**src/rtl/i2c_tgt_pkg.sv**
```systemverilog
package i2c_tgt_pkg;
  localparam int BYTE_W = 8;
  localparam int CNT_W  = $clog2(BYTE_W + 1);

  // register offsets
  localparam int OFS_CTRL = 0;
  localparam int OFS_STAT = 1;
  localparam int OFS_IEN  = 2;
  localparam int OFS_OWN  = 3;
  localparam int OFS_DATA = 4;

  // control bits
  localparam int C_FNACK  = 0;
  localparam int C_GCEN   = 1;
  localparam int C_ENABLE = 2;
  localparam int C_BUFSEL = 3;
  localparam int CTRL_W   = 4;

  // status / interrupt-enable bits
  localparam int S_ADDR  = 0;
  localparam int S_RCVD  = 1;
  localparam int S_SENT  = 2;
  localparam int S_EMPTY = 3;
  localparam int S_STOP  = 4;
  localparam int S_TXM   = 5;
  localparam int S_GCALL = 6;
  localparam int STAT_W  = 7;

  typedef enum logic [3:0] {
    T_IDLE, T_ADDR, T_AACK, T_RX, T_RHOLD, T_RACK, T_TLOAD, T_TX, T_TACK
  } tgt_state_t;
endpackage

```
**src/rtl/i2c_tgt_sync.sv**
```systemverilog
module i2c_tgt_sync #(
  parameter int STAGES  = 2,
  parameter bit RST_VAL = 1'b1
) (
  input  logic clk,
  input  logic rst,
  input  logic din,
  output logic dout
);
  logic [STAGES-1:0] chain;

  always_ff @(posedge clk) begin
    if (rst) chain <= {STAGES{RST_VAL}};
    else     chain <= {chain[STAGES-2:0], din};
  end

  assign dout = chain[STAGES-1];
endmodule

```
**src/rtl/i2c_tgt_engine.sv**
```systemverilog
module i2c_tgt_engine
  import i2c_tgt_pkg::*;
(
  input  logic              clk,
  input  logic              rst,
  input  logic              en,
  input  logic              gc_en,
  input  logic              fnack,
  input  logic [6:0]        own_addr,
  input  logic [BYTE_W-1:0] tx_byte,
  input  logic              hold_rx,
  input  logic              hold_tx,
  input  logic              scl_s,
  input  logic              sda_s,
  output logic              ev_addr,
  output logic              ev_gc,
  output logic              ev_rw,
  output logic              ev_rx,
  output logic              ev_txd,
  output logic              ev_txack,
  output logic              ev_stop,
  output logic [BYTE_W-1:0] rx_byte,
  output logic              scl_oe,
  output logic              sda_oe
);
  tgt_state_t        state;
  logic [CNT_W-1:0]  cnt;
  logic [BYTE_W-1:0] sh;
  logic              scl_q, sda_q, sel, rw_q, nack_q, acked;

  logic scl_rise, scl_fall, start_c, stop_c, byte_end, m_own, m_gc;
  assign scl_rise = scl_s & ~scl_q;
  assign scl_fall = ~scl_s & scl_q;
  assign start_c  = scl_s & scl_q & sda_q & ~sda_s;
  assign stop_c   = scl_s & scl_q & ~sda_q & sda_s;
  assign byte_end = scl_fall && (cnt == CNT_W'(BYTE_W));
  assign m_gc     = gc_en && (sh[7:1] == 7'd0) && !sh[0];
  assign m_own    = (sh[7:1] == own_addr) && (sh[7:1] != 7'd0);

  logic quiet;
  assign quiet = en && !start_c && !stop_c;

  assign ev_addr  = quiet && state == T_ADDR && byte_end && (m_own || m_gc);
  assign ev_gc    = m_gc;
  assign ev_rw    = sh[0];
  assign ev_rx    = quiet && state == T_RX && byte_end;
  assign rx_byte  = sh;
  assign ev_txd   = quiet && state == T_TACK && scl_rise;
  assign ev_txack = ~sda_s;
  assign ev_stop  = en && stop_c && sel;

  always_ff @(posedge clk) begin
    if (rst) begin
      scl_q <= 1'b1; sda_q <= 1'b1;
      state <= T_IDLE; cnt <= '0; sh <= '0; sel <= 1'b0;
      rw_q <= 1'b0; nack_q <= 1'b0; acked <= 1'b0;
      scl_oe <= 1'b0; sda_oe <= 1'b0;
    end else begin
      scl_q <= scl_s;
      sda_q <= sda_s;
      if (!en || stop_c) begin
        state <= T_IDLE; sel <= 1'b0;
        scl_oe <= 1'b0; sda_oe <= 1'b0;
      end else if (start_c) begin
        state <= T_ADDR; cnt <= '0; sel <= 1'b0;
        scl_oe <= 1'b0; sda_oe <= 1'b0;
      end else begin
        case (state)
          T_ADDR, T_RX: begin
            if (scl_rise) begin
              sh  <= {sh[BYTE_W-2:0], sda_s};
              cnt <= cnt + 1'b1;
            end else if (byte_end) begin
              if (state == T_RX) begin
                state <= T_RHOLD; scl_oe <= 1'b1;
              end else if (m_own || m_gc) begin
                state <= T_AACK; sda_oe <= 1'b1; sel <= 1'b1; rw_q <= sh[0];
              end else begin
                state <= T_IDLE;
              end
            end
          end
          T_AACK: if (scl_fall) begin
            sda_oe <= 1'b0; cnt <= '0;
            if (rw_q) begin state <= T_TLOAD; scl_oe <= 1'b1; end
            else state <= T_RX;
          end
          T_RHOLD: if (!hold_rx) begin
            sda_oe <= ~fnack; nack_q <= fnack; state <= T_RACK;
          end
          T_RACK: begin
            scl_oe <= 1'b0;
            if (scl_fall) begin
              sda_oe <= 1'b0; cnt <= '0;
              state  <= nack_q ? T_IDLE : T_RX;
            end
          end
          T_TLOAD: if (!hold_tx) begin
            sh <= tx_byte; sda_oe <= ~tx_byte[BYTE_W-1]; cnt <= '0; state <= T_TX;
          end
          T_TX: begin
            scl_oe <= 1'b0;
            if (scl_rise) cnt <= cnt + 1'b1;
            else if (byte_end) begin
              sda_oe <= 1'b0; state <= T_TACK;
            end else if (scl_fall && cnt != '0) begin
              sh <= {sh[BYTE_W-2:0], 1'b0}; sda_oe <= ~sh[BYTE_W-2];
            end
          end
          T_TACK: begin
            if (scl_rise) acked <= ~sda_s;
            else if (scl_fall) begin
              if (acked) begin state <= T_TLOAD; scl_oe <= 1'b1; end
              else state <= T_IDLE;
            end
          end
          default: ;
        endcase
      end
    end
  end

  // a STOP releases both lines and parks the engine
  assert_stop_idle_R9: assert property (@(posedge clk) disable iff (rst)
    (en && stop_c) |=> (state == T_IDLE && !scl_oe && !sda_oe));

  // at most one bus event per cycle
  assert_one_event_R2: assert property (@(posedge clk) disable iff (rst)
    $onehot0({ev_addr, ev_rx, ev_txd, ev_stop}));

  // the acknowledge driven after a hold reflects the forced-NACK input
  assert_fnack_R7: assert property (@(posedge clk) disable iff (rst)
    ($past(state) == T_RHOLD && state == T_RACK) |-> (sda_oe == !$past(fnack)));
endmodule

```
**src/rtl/i2c_target_ctrl.sv**
```systemverilog
module i2c_target_ctrl
  import i2c_tgt_pkg::*;
#(
  parameter int REG_AW      = 3,
  parameter int SYNC_STAGES = 2
) (
  input  logic              clk,
  input  logic              rst,
  input  logic              reg_wr,
  input  logic              reg_rd,
  input  logic [REG_AW-1:0] reg_addr,
  input  logic [7:0]        reg_wdata,
  output logic [7:0]        reg_rdata,
  output logic              irq,
  input  logic              scl_i,
  input  logic              sda_i,
  output logic              scl_oe,
  output logic              sda_oe
);
  logic [CTRL_W-1:0] ctrl;
  logic [STAT_W-1:0] stat, ien, stat_n;
  logic [6:0]        own;
  logic [BYTE_W-1:0] tx_buf, rx_buf, rx_byte;
  logic scl_s, sda_s;
  logic ev_addr, ev_gc, ev_rw, ev_rx, ev_txd, ev_txack, ev_stop;

  i2c_tgt_sync #(.STAGES(SYNC_STAGES), .RST_VAL(1'b1)) u_scl_sync (
    .clk(clk), .rst(rst), .din(scl_i), .dout(scl_s));
  i2c_tgt_sync #(.STAGES(SYNC_STAGES), .RST_VAL(1'b1)) u_sda_sync (
    .clk(clk), .rst(rst), .din(sda_i), .dout(sda_s));

  i2c_tgt_engine u_engine (
    .clk(clk), .rst(rst),
    .en(ctrl[C_ENABLE]), .gc_en(ctrl[C_GCEN]), .fnack(ctrl[C_FNACK]),
    .own_addr(own), .tx_byte(tx_buf),
    .hold_rx(stat[S_RCVD]), .hold_tx(stat[S_EMPTY]),
    .scl_s(scl_s), .sda_s(sda_s),
    .ev_addr(ev_addr), .ev_gc(ev_gc), .ev_rw(ev_rw), .ev_rx(ev_rx),
    .ev_txd(ev_txd), .ev_txack(ev_txack), .ev_stop(ev_stop),
    .rx_byte(rx_byte), .scl_oe(scl_oe), .sda_oe(sda_oe));

  logic wr_stat;
  assign wr_stat = reg_wr && reg_addr == REG_AW'(OFS_STAT);

  always_comb begin
    stat_n = wr_stat ? (stat & reg_wdata[STAT_W-1:0]) : stat;
    if (ev_addr) begin
      stat_n[S_ADDR]  = 1'b1;
      stat_n[S_TXM]   = ev_rw;
      if (ev_rw) stat_n[S_EMPTY] = 1'b1;
      if (ev_gc) stat_n[S_GCALL] = 1'b1;
    end
    if (ev_rx)  stat_n[S_RCVD] = 1'b1;
    if (ev_txd) begin
      stat_n[S_SENT] = 1'b1;
      if (ev_txack) stat_n[S_EMPTY] = 1'b1;
    end
    if (ev_stop) stat_n[S_STOP] = 1'b1;
  end

  always_ff @(posedge clk) begin
    if (rst) begin
      ctrl <= '0; stat <= '0; ien <= '0; own <= '0;
      tx_buf <= '0; rx_buf <= '0; reg_rdata <= '0; irq <= 1'b0;
    end else begin
      stat <= stat_n;
      irq  <= |(stat & ien);
      if (ev_rx) rx_buf <= rx_byte;
      if (reg_wr) begin
        case (reg_addr)
          REG_AW'(OFS_CTRL): ctrl   <= reg_wdata[CTRL_W-1:0];
          REG_AW'(OFS_IEN):  ien    <= reg_wdata[STAT_W-1:0];
          REG_AW'(OFS_OWN):  own    <= reg_wdata[6:0];
          REG_AW'(OFS_DATA): tx_buf <= reg_wdata;
          default: ;
        endcase
      end
      if (reg_rd) begin
        case (reg_addr)
          REG_AW'(OFS_CTRL): reg_rdata <= 8'(ctrl);
          REG_AW'(OFS_STAT): reg_rdata <= 8'(stat);
          REG_AW'(OFS_IEN):  reg_rdata <= 8'(ien);
          REG_AW'(OFS_OWN):  reg_rdata <= {1'b0, own};
          REG_AW'(OFS_DATA): reg_rdata <= rx_buf;
          default:           reg_rdata <= '0;
        endcase
      end
    end
  end

  // a freshly received byte is always accompanied by a held clock
  assert_stretch_R6: assert property (@(posedge clk) disable iff (rst)
    $rose(stat[S_RCVD]) |-> scl_oe);

  // writing 0 to the stop bit clears it unless a stop arrives together
  assert_clear_R4: assert property (@(posedge clk) disable iff (rst)
    (wr_stat && !reg_wdata[S_STOP] && !ev_stop) |=> !stat[S_STOP]);

  // a read request raises transmit mode and data empty
  assert_txmode_R8: assert property (@(posedge clk) disable iff (rst)
    (ev_addr && ev_rw) |=> (stat[S_TXM] && stat[S_EMPTY]));
endmodule

```
**config.mk**
```make
export PLATFORM = sky130hd
export DESIGN_NAME = i2c_target_ctrl
export DESIGN_NICKNAME = d
export VERILOG_FILES = /design/src/rtl/i2c_tgt_pkg.sv /design/src/rtl/i2c_tgt_sync.sv /design/src/rtl/i2c_tgt_engine.sv /design/src/rtl/i2c_target_ctrl.sv
export SDC_FILE = /design/constraint.sdc
export NUM_CORES = 1
export LEC_CHECK = 0
export ABC_AREA = 1
export BUFFER_PORTS_ARGS = -buffer_cell sky130_fd_sc_hd__buf_4
export CORE_ASPECT_RATIO = 0.75
export CORE_MARGIN = 4
export CORE_UTILIZATION = 60
export DETAILED_ROUTE_END_ITERATION = 8
export PLACE_DENSITY = 0.8
export SYNTH_ARGS = -nofsm -noshare
export SYNTH_HDL_FRONTEND = slang
export SYNTH_SLANG_ARGS = --single-unit
```
**constraint.sdc**
```tcl
create_clock -name clk -period 2.25 [get_ports clk]
set_clock_uncertainty 0.05 [all_clocks]
set_input_delay 0.45 -clock clk [delete_from_list [all_inputs] [get_ports clk]]
set_output_delay 0.45 -clock clk [all_outputs]
set_load 0.01 [all_outputs]
```
; Word-level counts from Yosys, hierarchy flattened
; Index checks and enable logic that the tools add are counted.
[totals]
output_inout_bits = 11
ff_bits = 78
word_cells = 211
in_bits = 17
[op_classes]
n_mux = 59
eq_ne = 46
n_bitwise = 21
n_addsub = 1
reduce_logical = 58
[ops]
columns = cell, count
row1 = 2-to-1 mux 4 bit, 15
row2 = 2-to-1 mux 8 bit, 5
row3 = one-hot mux 8 bit (5 select lines), 1
row4 = one-hot mux 4 bit (7 select lines), 1
row5 = 2-to-1 mux 1 bit, 26
row6 = != test 2 x 1 -> 1 bit (second input constant), 12
row7 = != test 3 x 1 -> 1 bit (second input constant), 8
row8 = one-hot mux 8 bit (3 select lines), 1
row9 = AND reduction 11 bit, 2
row10 = logical AND 1 bit, 17
row11 = equality test 4 x 3 -> 1 bit (second input constant), 4
row12 = AND 7 bit, 2
row13 = != test 2 bit (second input constant), 7
row14 = nonzero test 7 bit, 2
row15 = NOT 1 bit, 12
row16 = one-hot mux 4 bit (3 select lines), 1
row17 = nonzero test 4 bit, 3
row18 = AND reduction 10 bit, 1
row19 = AND reduction 5 bit, 2
row20 = != test 3 bit (second input constant), 3
row21 = AND reduction 9 bit, 1
row22 = equality test 4 x 2 -> 1 bit (second input constant), 2
row23 = equality test 4 bit (second input constant), 2
row24 = 2-to-1 mux 2 bit, 4
row25 = 27 further kinds, 51

; Longest topological paths before layout
[depth]
ltp_word = 12
mapped_depth = 12
ltp_nobuf = 12

; By module
; From an unflattened synthesis, not the netlist that was laid out.
[unflattened]
cells_unflattened = 596
hier_area_um2 = 4002.6
[by_module_without_submodules]
columns = module, area_per_inst_um2, cells_each, seq_area_each_um2, n_inst
row1 = i2c_target_ctrl, 2119.5, 290, 1001.0, 1
row2 = i2c_tgt_engine, 1765.4, 292, 480.5, 1
row3 = i2c_tgt_sync, 58.8, 7, 40.0, 2

; Worst setup path before layout
; OpenSTA, ideal clock, no wires.
[synth_timing]
path_kind = reg2reg
startpoint = reg u_engine.cnt[0]
endpoint = reg u_engine.sh[0], in the netlist u_engine.rx_byte[0]
path_slack_ns = 0.635
setup_time_ns = 0.119
period_less_slack_ns = 1.615
required_time_ns = 2.081
n_path_buf = 1
arrival_time_ns = 1.446
path_stages_with_launch = 12
path_cell_list = dfxtp_1 > inv_1 > ha_1 > nand2_1 > inv_1 > nand3_2 > inv_1 > nand2_1 > nand4_4 > buf_6 > o21ai_2 > a21oi_2
[synth_via]
elab_chain_len = 4
elab_cells_between_ends = 7
cone_classes = eq/ne (3) / reduce/logical (4)
[synth_lines]
columns = item, line
row1 = "start, declared", i2c_tgt_engine.sv:27  ; logic [CNT_W-1:0] cnt;
row2 = "start signal, assigned", i2c_tgt_engine.sv:72  ; cnt <= cnt + 1'b1;
row3 = "start signal, assigned", i2c_tgt_engine.sv:103  ; if (scl_rise) cnt <= cnt + 1'b1;
row4 = equality test 4 bit / nonzero test 4 bit (equally long branches), "i2c_tgt_engine.sv:36, i2c_tgt_engine.sv:106"
row5 = logical AND 1 bit (on tied branches), "i2c_tgt_engine.sv:36, i2c_tgt_engine.sv:106"
row6 = != test 2 bit (no source line) / != test 2 x 1 -> 1 bit (equally long branches), -
row7 = AND reduction 8 bit (no source line) (*), -
row8 = "end signal, assigned", i2c_tgt_engine.sv:71  ; sh <= {sh[BYTE_W-2:0], sda_s};
row9 = "end signal, assigned", i2c_tgt_engine.sv:107  ; sh <= {sh[BYTE_W-2:0], 1'b0}; sda_oe <= ~sh[BYTE_W-2];
row10 = "end, declared", i2c_tgt_engine.sv:28  ; logic [BYTE_W-1:0] sh;
; Mark *: on every way between the ends. The rest lies on a longest branch, timed or not.
; A chain may end at the register's enable or synchronous reset.

; Worst setup path after layout
[layout_timing]
startpoint = reg u_engine.cnt[0]
endpoint = reg u_engine.sh[3], in the netlist u_engine.rx_byte[3]
; The elaborated chain is that of the path after synthesis.

==> summary.md <==
| Metric | Value |
|---|---|
| Run status | complete, no violations |
| First-pass GRT wire length | 17300 um |
| Initial antenna violation count | 0 |
| Remaining DRCs | 0 |
| Critical-path top delay cell | dfxtp_1 |
| GP Congestion | 1.01 |
| Cells after synthesis | 561 |
| Multi-input gate area | 2030 um^2 |
| Async SR Flop Fraction | 0% |
| Tcrit/Tclk final | 85.1% |
| Critical path type | flip-flop to flip-flop |
| Htree depth | 3 |
| Most common cell on crit path | inv_1 |
| Synth cell types | 35 |
| CP endpoint kind | flip-flop |
| Vias/cell | 5.71 |
| Vias in the first global route | 3410 |
| IO Count | 28 |
| Via count | 3846 |
| CTS tree | done |
| CTS Buf Count | 9 |
| Synthesis-stage register bit count | 78 |
| Top post-synthesis cells by area | dfxtp_1, nand2_1, o21ai_0, a21oi_1, inv_1 |
| Most numerous cell in the Yosys netlist | nand2_1 |
| Root buffer cell | clkbuf_8 |
| Worst endpoint required time | 2.45 ns |
| Drt total wl | 10700 um |
| RSZ-0062 raised after global routing | false |
| Register Area | 1560 um^2 |
| Final Net Count | 606 |
| PwrDens | 583 nW/um^2 |
| Setup violators final | 0 |
| MaxCap Viol Count | 0 |
| Worst R2R Setup Slack | 0.34 ns |
| Die footprint | 7920 um^2 |
| Final min period | 1.91 ns |
| Overflow after GRT | 0 |
| Die width | 101 um |
| Synth top cells by count | nand2_1, dfxtp_1, o21ai_0 |
| Layout Cells excl Fill | 673 |
| Post-synth EDFFs | 0 |
| Core area | 6320 um^2 |
| CP max stage delay | 0.40 ns |
| CP Max Fanout | 16 |
| Gates resized, CTS repair | 0 |
| CTS Sinks | 78 |
| WL/cell | 15.9 um |
| R2R depth | 10 |
| Initial DRT Pass Iterations | 5 |
| Height of the die | 78.1 um |
| Setup TNS Final | 0 ns |
| Initial core utilization | 62.2% |
| Post-synthesis sequential area ratio | 39.7% |
| CP cell instances | inv_1, ha_1, nand2_1, inv_1, nand3_2, inv_1, nand2_1, nand4_4, o21ai_0, a21oi_1 |
| Hold WC Path Type | primary input to flip-flop |
| Post-CTS Setup Bufs | 0 |
| CTS Hold Buffers Added | 0 |
| Filler cells | 554 |
| Aggregate global-route resource usage | 27.9% |
| Max-slew violations | 0 |
| Synthesized cell area | 3930 um^2 |
| Dpl hpwl | 7940 um |
| Worst vdd ir | 0.000494 V |
| Final hold violation count | 0 |
| P_leak | 0.00183 uW |
| Later-pin clock latency in the skew report | 0.36 ns |
| Final antenna-violating net count | 0 |
| Syn Nets | 580 |
| Worst Hold Path Cells | 2 |
| Synth top area share | 39.7% |
| Measured slew at the worst slew-check pin | 0.520 ns |
| Slew HR | 65.2% |
| Leading area contributor after synthesis | dfxtp_1 |
| Clock tree buffer depth | 2 |
| Synth Warn # | 0 |
| Max Clk Rate | 522 MHz |
| Placed Cells | 657 |
| Site Rows | 25 |
| Avg Cell Area, Syn | 7.00 um^2 |
| Layout cells sized above 1 | 15.5% |
| Largest net degree at the start of global routing | 38 |
| Area delta synth->final | 11.0% |
| DRT iter0 DRCs | 381 |
| Diodes inserted | 0 |
| Clock slew at reported path FFs | 0.08 ns |
| CP Launch Type | flip-flop |
| PortBufs | 27 |
| Arrival time worst endpoint | 2.11 ns |
| Commonest register cell after synthesis | dfxtp_1 |
## metal layers
metal	track usage, %	share of wire [%]	wire (um)
met5	0	0	0
met4	10.4	1.9	198
met3	7.55	10	1120
met2	35.9	40	4280
met1	43.6	48	5080
## worst max-delay path: cells and delay by family (launching register included)
kind	cells	cell delay, ns
AO/OA/AOI/OAI	2	0.33
adder cells (fa/ha/maj)	1	0.20
buffers and inverters	3	0.17
flip-flops	1	0.40
AND/OR/NAND/NOR	4	0.65
## placed cells by master (no fill, tap or decap), types with 3 or more instances in the layout
| master | netlist | final |
|---|---|---|
| o21ai_1 | 8 | 8 |
| xor2_1 | 4 | 4 |
| clkbuf_8 | 0 | 10 |
| nor2_4 | 5 | 5 |
| inv_1 | 61 | 61 |
| nand3_1 | 45 | 45 |
| buf_4 | 0 | 31 |
| o21ai_0 | 65 | 65 |
| o21ai_2 | 4 | 4 |
| nor2_2 | 6 | 6 |
| nand4_1 | 3 | 3 |
| nor3_1 | 4 | 4 |
| or2_2 | 6 | 6 |
| and3_1 | 3 | 3 |
| inv_2 | 7 | 7 |
| nand2_2 | 7 | 7 |
| clkinvlp_4 | 0 | 3 |
| o211ai_1 | 4 | 4 |
| a21oi_1 | 63 | 63 |
| dfxtp_1 | 78 | 78 |
| nand2_1 | 112 | 112 |
| nor2_1 | 41 | 41 |
## registers in the layout, indices dropped and copies added, names as in the netlist
signal / flops
ctrl: 4
ien: 7
irq: 1
own: 7
reg_rdata: 8
rx_buf: 8
stat: 7
tx_buf: 8
u_engine.acked: 1
u_engine.cnt: 4
u_engine.nack_q: 1
u_engine.rw_q: 1
u_engine.rx_byte: 8
u_engine.scl_oe: 1
u_engine.scl_q: 1
u_engine.sda_oe: 1
u_engine.sda_q: 1
u_engine.sel: 1
u_engine.state: 4
u_scl_sync.chain: 2
u_sda_sync.chain: 2
## power by group
group / switching (uW) / total (uW) / internal (uW)
Clock: 538 / 972 / 433
Combinational: 105 / 158 / 52.6
Sequential: 12.8 / 1410 / 1400
Total: 656 / 2540 / 1890
## cells by family (layout without fill, tap and decap cells)
family | count (synthesis) | in the layout | share of synthesized area [%]
DFF | 78 | 78 | 39.7
buffers and inverters | 84 | 115 | 8.66
adders and majority gates | 2 | 2 | 0.637
and+or+nand+nor | 242 | 242 | 29.6
xor gates and xnor gates | 5 | 5 | 1.11
AOI/OAI and AO/OA | 150 | 150 | 20.2
## worst paths after layout
kind | from | end
worst max-delay path | u_engine.cnt[0] | u_engine.rx_byte[3]
worst min-delay path | sda_i | u_sda_sync.chain[0]
worst max register to register | u_engine.cnt[0] | u_engine.rx_byte[3]
worst min register to register | u_scl_sync.chain[0] | u_scl_sync.chain[1]
## area by class of cell
type | count | share of cell area, %
Clock buffer | 10 | 3.16
Timing Repair Buffer | 31 | 5.34
Tap cell | 81 | 2.32
Clock inverter | 6 | 1.03
Multi-Input combinational cell | 399 | 46.5
Inverter | 68 | 5.85
Sequential cell | 78 | 35.8
## per-stage QoR
| step | area, um^2 | utilization (%) | power, uW | worst slack, ns | hold WS, ns |
|---|---|---|---|---|---|
| 6_report | 4360 | 69.0 | 2540 | 0.336 | 0.224 |
| 3_5_place_dp | 4180 | 66.1 | 1600 | 0.367 | 0.346 |
| 3_3_place_gp | 4180 | 66.1 | 1590 | 0.413 | 0.340 |
| 4_1_cts | 4360 | 69.0 | 2540 | 0.341 | 0.219 |
| 5_1_grt | 4360 | 69.0 | 2620 | 0.130 | 0.229 |
| 2_1_floorplan | 3930 | - | 1530 | 0.635 | 0.339 |
(Power assumes the default switching activity.)
